$ cat src/rtl/sio_pkg.sv
package sio_pkg;

  localparam int NUM_SRC = 4;
  localparam int SEL_W   = $clog2(NUM_SRC);
  localparam int MAX_RATIO = 32;
  localparam int PCNT_W  = $clog2(MAX_RATIO);
  localparam int CTRL_W  = 6;

  // Division ratio of each prescaled source.
  function automatic int src_ratio(input int idx);
    case (idx)
      0:       return 1;
      1:       return 2;
      2:       return 8;
      default: return 32;
    endcase
  endfunction

  typedef struct packed {
    logic             idle_lvl;
    logic             int_clk;
    logic             msb_first;
    logic             pol;
    logic [SEL_W-1:0] psel;
  } sio_ctrl_t;

endpackage

$ cat src/rtl/sio_clk_div.sv
module sio_clk_div
  import sio_pkg::*;
#(
  parameter int DIV_W = 8
) (
  input  logic             clk,
  input  logic             rst_n,
  input  logic             clr,
  input  logic             run,
  input  logic [SEL_W-1:0] sel,
  input  logic [DIV_W-1:0] div,
  output logic             half_tick
);

  logic [PCNT_W-1:0]  pcnt;
  logic [DIV_W-1:0]   dcnt;
  logic [NUM_SRC-1:0] hit;
  logic               src_tick;

  // One terminal-count comparator per prescaled source.
  for (genvar g = 0; g < NUM_SRC; g++) begin : g_src
    assign hit[g] = (pcnt == PCNT_W'(src_ratio(g) - 1));
  end

  assign src_tick  = run && hit[sel];
  assign half_tick = src_tick && (dcnt == div);

  always_ff @(posedge clk or negedge rst_n) begin
    if (!rst_n) begin
      pcnt <= '0;
    end else if (clr) begin
      pcnt <= '0;
    end else if (run) begin
      pcnt <= src_tick ? '0 : pcnt + 1'b1;
    end
  end

  always_ff @(posedge clk or negedge rst_n) begin
    if (!rst_n) begin
      dcnt <= '0;
    end else if (clr) begin
      dcnt <= '0;
    end else if (src_tick) begin
      dcnt <= half_tick ? '0 : dcnt + 1'b1;
    end
  end

endmodule

$ cat src/rtl/sio_int_clock.sv
module sio_int_clock (
  input  logic clk,
  input  logic rst_n,
  input  logic pol,
  input  logic busy,
  input  logic half_tick,
  output logic sclk_lvl,
  output logic lead,
  output logic samp
);

  logic at_idle;

  // The idle level is the inverse of the polarity bit. Leaving it is the
  // leading transition; returning to it is the sampling transition.
  assign at_idle = (sclk_lvl != pol);
  assign lead    = half_tick && busy && at_idle;
  assign samp    = half_tick && busy && !at_idle;

  always_ff @(posedge clk or negedge rst_n) begin
    if (!rst_n) begin
      sclk_lvl <= 1'b1;
    end else if (!busy) begin
      sclk_lvl <= ~pol;
    end else if (half_tick) begin
      sclk_lvl <= ~sclk_lvl;
    end
  end

endmodule

$ cat src/rtl/sio_ext_edge.sv
module sio_ext_edge (
  input  logic clk,
  input  logic rst_n,
  input  logic pin,
  input  logic pol,
  output logic lead,
  output logic samp
);

  // [0],[1]: synchronizer chain; [2]: previous synchronized value.
  logic [2:0] sync_q;
  logic       rise;
  logic       fall;

  always_ff @(posedge clk or negedge rst_n) begin
    if (!rst_n) begin
      sync_q <= '0;
    end else begin
      sync_q <= {sync_q[1:0], pin};
    end
  end

  assign rise = sync_q[1] && !sync_q[2];
  assign fall = !sync_q[1] && sync_q[2];
  assign lead = pol ? rise : fall;
  assign samp = pol ? fall : rise;

endmodule

$ cat src/rtl/sio_shift_core.sv
module sio_shift_core #(
  parameter int DATA_W = 8
) (
  input  logic              clk,
  input  logic              rst_n,
  input  logic              start,
  input  logic [DATA_W-1:0] load_data,
  input  logic              msb_first,
  input  logic              int_mode,
  input  logic              lead,
  input  logic              samp,
  input  logic              half_tick,
  input  logic              sin,
  output logic [DATA_W-1:0] sreg,
  output logic              sout_bit,
  output logic              busy,
  output logic              hold,
  output logic              drive,
  output logic              done
);

  localparam int CNT_W = $clog2(DATA_W + 1);

  logic [CNT_W-1:0]  nbits;
  logic              last_samp;
  logic [DATA_W-1:0] shifted;
  logic              head_bit;

  assign last_samp = samp && (nbits == CNT_W'(DATA_W - 1));
  assign shifted   = msb_first ? {sreg[DATA_W-2:0], sin}
                                : {sin, sreg[DATA_W-1:1]};
  assign head_bit  = msb_first ? sreg[DATA_W-1] : sreg[0];

  always_ff @(posedge clk or negedge rst_n) begin
    if (!rst_n) begin
      sreg     <= '0;
      sout_bit <= 1'b0;
      busy     <= 1'b0;
      hold     <= 1'b0;
      drive    <= 1'b0;
      done     <= 1'b0;
      nbits    <= '0;
    end else begin
      done <= 1'b0;
      if (start) begin
        sreg     <= load_data;
        sout_bit <= msb_first ? load_data[DATA_W-1] : load_data[0];
        busy     <= 1'b1;
        hold     <= 1'b0;
        drive    <= 1'b0;
        nbits    <= '0;
      end else if (busy) begin
        if (lead) begin
          sout_bit <= head_bit;
          drive    <= 1'b1;
        end
        if (samp) begin
          sreg  <= shifted;
          nbits <= nbits + 1'b1;
        end
        if (last_samp) begin
          busy <= 1'b0;
          done <= 1'b1;
          hold <= int_mode;
        end
      end else if (hold && half_tick) begin
        hold  <= 1'b0;
        drive <= 1'b0;
      end
    end
  end

endmodule

$ cat src/rtl/sync_serial_port.sv
module sync_serial_port
  import sio_pkg::*;
#(
  parameter int DATA_W = 8,
  parameter int DIV_W  = 8
) (
  input  logic              clk,
  input  logic              rst_n,
  input  logic              cfg_we,
  input  logic              cfg_sel,
  input  logic [DIV_W-1:0]  cfg_wdata,
  input  logic              tx_valid,
  output logic              tx_ready,
  input  logic [DATA_W-1:0] tx_data,
  output logic              rx_valid,
  output logic [DATA_W-1:0] rx_data,
  output logic              busy,
  input  logic              sclk_in,
  output logic              sclk_out,
  output logic              sclk_oe,
  input  logic              sin,
  output logic              sout,
  output logic              sout_oe
);

  sio_ctrl_t        ctrl_q;
  logic [DIV_W-1:0] div_q;
  logic             start;
  logic             half_tick;
  logic             div_run;
  logic             hold;
  logic             drive;
  logic             sout_bit;
  logic             i_lead, i_samp;
  logic             e_lead, e_samp;
  logic             lead, samp;
  logic             int_mode;
  logic             pol;
  logic             unused_cfg_hi;

  assign int_mode      = ctrl_q.int_clk;
  assign pol           = ctrl_q.pol;
  assign unused_cfg_hi = &{1'b0, cfg_wdata[DIV_W-1:CTRL_W]};

  // Configuration registers.
  always_ff @(posedge clk or negedge rst_n) begin
    if (!rst_n) begin
      ctrl_q <= '0;
      div_q  <= '0;
    end else if (cfg_we) begin
      if (cfg_sel) div_q  <= cfg_wdata;
      else         ctrl_q <= sio_ctrl_t'(cfg_wdata[CTRL_W-1:0]);
    end
  end

  assign tx_ready = !busy;
  assign start    = tx_valid && tx_ready;
  assign div_run  = int_mode && (busy || hold);

  sio_clk_div #(.DIV_W(DIV_W)) u_div (
    .clk       (clk),
    .rst_n     (rst_n),
    .clr       (start),
    .run       (div_run),
    .sel       (ctrl_q.psel),
    .div       (div_q),
    .half_tick (half_tick)
  );

  sio_int_clock u_iclk (
    .clk       (clk),
    .rst_n     (rst_n),
    .pol       (pol),
    .busy      (busy),
    .half_tick (half_tick),
    .sclk_lvl  (sclk_out),
    .lead      (i_lead),
    .samp      (i_samp)
  );

  sio_ext_edge u_eclk (
    .clk   (clk),
    .rst_n (rst_n),
    .pin   (sclk_in),
    .pol   (pol),
    .lead  (e_lead),
    .samp  (e_samp)
  );

  assign lead = int_mode ? i_lead : e_lead;
  assign samp = int_mode ? i_samp : e_samp;

  sio_shift_core #(.DATA_W(DATA_W)) u_core (
    .clk       (clk),
    .rst_n     (rst_n),
    .start     (start),
    .load_data (tx_data),
    .msb_first (ctrl_q.msb_first),
    .int_mode  (int_mode),
    .lead      (lead),
    .samp      (samp),
    .half_tick (half_tick),
    .sin       (sin),
    .sreg      (rx_data),
    .sout_bit  (sout_bit),
    .busy      (busy),
    .hold      (hold),
    .drive     (drive),
    .done      (rx_valid)
  );

  assign sclk_oe = int_mode;
  assign sout_oe = int_mode ? drive : 1'b1;
  assign sout    = (!int_mode && !busy) ? ctrl_q.idle_lvl : sout_bit;

endmodule

$ cat config.mk
export PLATFORM = sky130hd
export DESIGN_NAME = sync_serial_port
export DESIGN_NICKNAME = d
export VERILOG_FILES = /design/src/rtl/sio_pkg.sv /design/src/rtl/sio_clk_div.sv /design/src/rtl/sio_int_clock.sv /design/src/rtl/sio_ext_edge.sv /design/src/rtl/sio_shift_core.sv /design/src/rtl/sync_serial_port.sv
export SDC_FILE = /design/constraint.sdc
export NUM_CORES = 1
export LEC_CHECK = 0
export BUFFER_PORTS_ARGS = -buffer_cell sky130_fd_sc_hd__buf_4
export CORE_MARGIN = 3
export CORE_UTILIZATION = 29
export CTS_CLUSTER_SIZE = 30
export DETAILED_ROUTE_END_ITERATION = 7
export MAX_ROUTING_LAYER = met4
export PLACE_DENSITY = 0.5
export RECOVER_POWER = 25
export SLEW_MARGIN = 0
export SYNTH_ARGS = -nofsm -noshare
export SYNTH_HDL_FRONTEND = slang
export SYNTH_SLANG_ARGS = --single-unit
$ cat constraint.sdc
create_clock -name clk -period 4.39 [get_ports clk]
set_input_delay 0.2195 -clock clk [delete_from_list [all_inputs] [get_ports clk]]
set_output_delay 0.2195 -clock clk [all_outputs]
set_load 0.02 [all_outputs]
==> metrics.txt <==
Final Non-Filler Cells=370; MaxCap Viol Count=1; overall power=approximately 1600 µW; synthesis-to-layout area growth=17.9%; Power Density=between 500 and 600 mW/mm²; final number of max-transition violations=a little under 50; Final Setup Violations=0; Die ar.=about 0.0099 mm²; Max VDD drop=about 0.00021 V; Core Area=between 0.008 and 0.009 mm²; upper clock frequency limit=~360 MHz; Max stage delay on crit path=approximately 1.9 ns; Post-Syn Area=0.00252 mm²; gp weighted congestion=0.746; CP Launch Type=input pin; Tmin final=approximately 2.8 ns; violated checks=max-capacitance violations, max-slew violations; FP Rows=33; total negative slack=0 ns; vias per std cell=slightly below 5; relative slew slack=-74.2%; EDFF count, synth=0; drt pass-1 iters=5; CP Max Fanout=48; run status=finished, violations left; Initial Util=30.3%; clock insertion delay at the later pin of the skew report=approximately 0.30 ns; most frequent cells in the layout=47 x dfrtp_1, 36 x buf_4, 28 x nand2_1; period utilization=between 60% and 70%; DP Wirelength=3810 µm; routed len/inst=around 14 µm; WHS=0.0405 ns; Syn Nets=around 260; worst path arrival time=2.61 ns; WS Path Type=input pin to asynchronous set/reset pin; final wirelength=about 5300 µm; Data required, critical path=4.24 ns; Critical path buffers and inverters=2; Nets=293; Pleak=0.00129 µW; Synth area leaders=dfrtp_1 47%, mux2_2 12%, mux2i_1 4.8%; Cell variety after synth=42; Reg2Reg Setup Slack=1.77 ns; Cell Chain, Critical Path=dlygate4sd3_1 > clkbuf_1; H-tree Lvls=2; RSZ-0062 raised after global routing=false; clock sink total=48; TritonCTS buffer count=5; CTS clk-pin slew, worst paths=approximately 0.090 ns; Overflow after GRT=0; antenna cells=0; largest area contributor in the netlist=dfrtp_1; Post-Synthesis Cells=~230; initial antenna violation count=0; DRT antenna net count=0; number of global-route vias before repair=around 1800; post-synthesis sequential area ratio=between 40% and 50%; ys async rst share=100%; commonest non-fill, non-tap cell in the layout=dfrtp_1; slowest CP cell=clkbuf_1; Die Ht=between 90 and 100 µm; Least-Margin Pin Slew=about 2.6 ns; DRC Markers=0; TritonCTS clock tree=built; Placed Instances=around 360; Clock Path Buffers=2; Worst setup EP type=asynchronous set/reset pin; largest net degree at the start of global routing=49; first-pass GRT wire length=around 9000 µm; IO Pins=38; # Post-CTS Setup Buffers=0; PortBufs=37; CTS root buf=clkbuf_8; Worst Skew=0.0132 ns; GRT Overall Usage=11.6%; Min-Delay Path Class=input pin to flop; die width=just under 100 µm; Vias=1789; Final Hold Violating Endpoints=0; DRT iter0 DRCs=between 50 and 60; register bit total from synthesis=48; Top delay family on crit path=buffers and inverters; post-layout util=between 30% and 40%; Syn. warnings=0; layout cell share with drive strength beyond 1=31.3%; synthesized area per cell=~11 µm²; Synth top area share=a little under half; Top FF cell, synth=dfrtp_1
-- registers in the layout, summed over array words and instances (netlist names), 3 cells and up --
signal and cells:
div_q 8, u_core.sreg 8, u_div.dcnt 8, u_div.pcnt 5, ctrl_q 4, u_core.nbits 4
u_eclk.sync_q 3
-- routing by layer --
metal | vias up | wire length (µm) | GRT usage [%]
met5 | - | 0 | -
met1 | 869 | 2640 | 15.7
li1 | 873 | - | -
met4 | 0 | 109 | 4.31
met2 | 39 | 2380 | 17.3
met3 | 8 | 159 | 2.24
-- cell usage after synthesis, types with 3 or more instances --
cell type and instances:
dfrtp_1 47, nand2_1 28, mux2_2 26, nor2_1 14, mux2i_1 12, o21ai_0 9, xor2_1 9, a21oi_1 8
clkbuf_1 6, ha_1 6, nand3_1 6, o21ai_1 6, xnor2_1 5, and3_1 4, inv_1 3, nand2b_1 3
nand3b_1 3
-- layout make-up --
type / count / area (µm²)
flip-flops and latches: 48 / 1200
well taps: 105 / 131
clock inverters: 1 / 5.00
multi-input cells: 166 / 1250
inverters: 3 / 11.3
repair buffers: 40 / 299
clock buffers: 7 / 76.3
fillers: 854 / 5360
-- logic make-up after synthesis --
family	synth area share, %
AND/OR/NAND/NOR	14.5
XOR/XNOR	5.50
multiplexers	17.2
buffers and inverters	2.87
flip-flops	47.6
AO/OA/AOI/OAI	9.32
adder cells (fa/ha/maj)	2.97
-- where the power goes --
group	internal, µW	total [µW]	switching [µW]
Sequential	579	729	149
Combinational	295	578	283
Clock	112	258	146
-- worst reg2reg max path: stages, from the launching register on --
cell and delay, ns:
dfrtp_1 0.42, ha_1 0.21, and3_1 0.17, ha_1 0.13, nand2_1 0.05, nand2_1 0.06, o221ai_1 0.09, buf_4 0.20
o31ai_4 0.66, and4b_4 0.39, mux2i_1 0.18
-- per-stage QoR --
step | cell area, µm² | worst slack, ns
after floorplan | 2520 | 2.05
after global placement | 2890 | 1.81
after detailed placement | 2890 | 1.75
after CTS | 2980 | 1.74
after global routing | 2980 | 1.02
final | 2980 | 1.63
-- final timing paths --
check	from	endpoint	depth (start not counted)
worst max-delay path	rst_n	u_div.pcnt[1]$_DFFE_PN0P_	2
min in group asynchronous	rst_n	u_div.dcnt[4]$_DFFE_PN0P_	2
max in group clk	u_div.pcnt[0]$_DFFE_PN0P_	u_core.hold$_DFFE_PN0P_	10
worst min register to register	u_eclk.sync_q[0]$_DFF_PN0_	u_eclk.sync_q[1]$_DFF_PN0_	0
worst max register to register	u_div.pcnt[0]$_DFFE_PN0P_	u_core.hold$_DFFE_PN0P_	10
worst min-delay path	sclk_in	u_eclk.sync_q[0]$_DFF_PN0_	1
-- what timing repair did --
action | in CTS | in global routing
hold buffers | 1 | 0
resized for setup | 0 | 0
hold endpoints to repair | 47 | 0
Power figures use the tool's default switching activity.
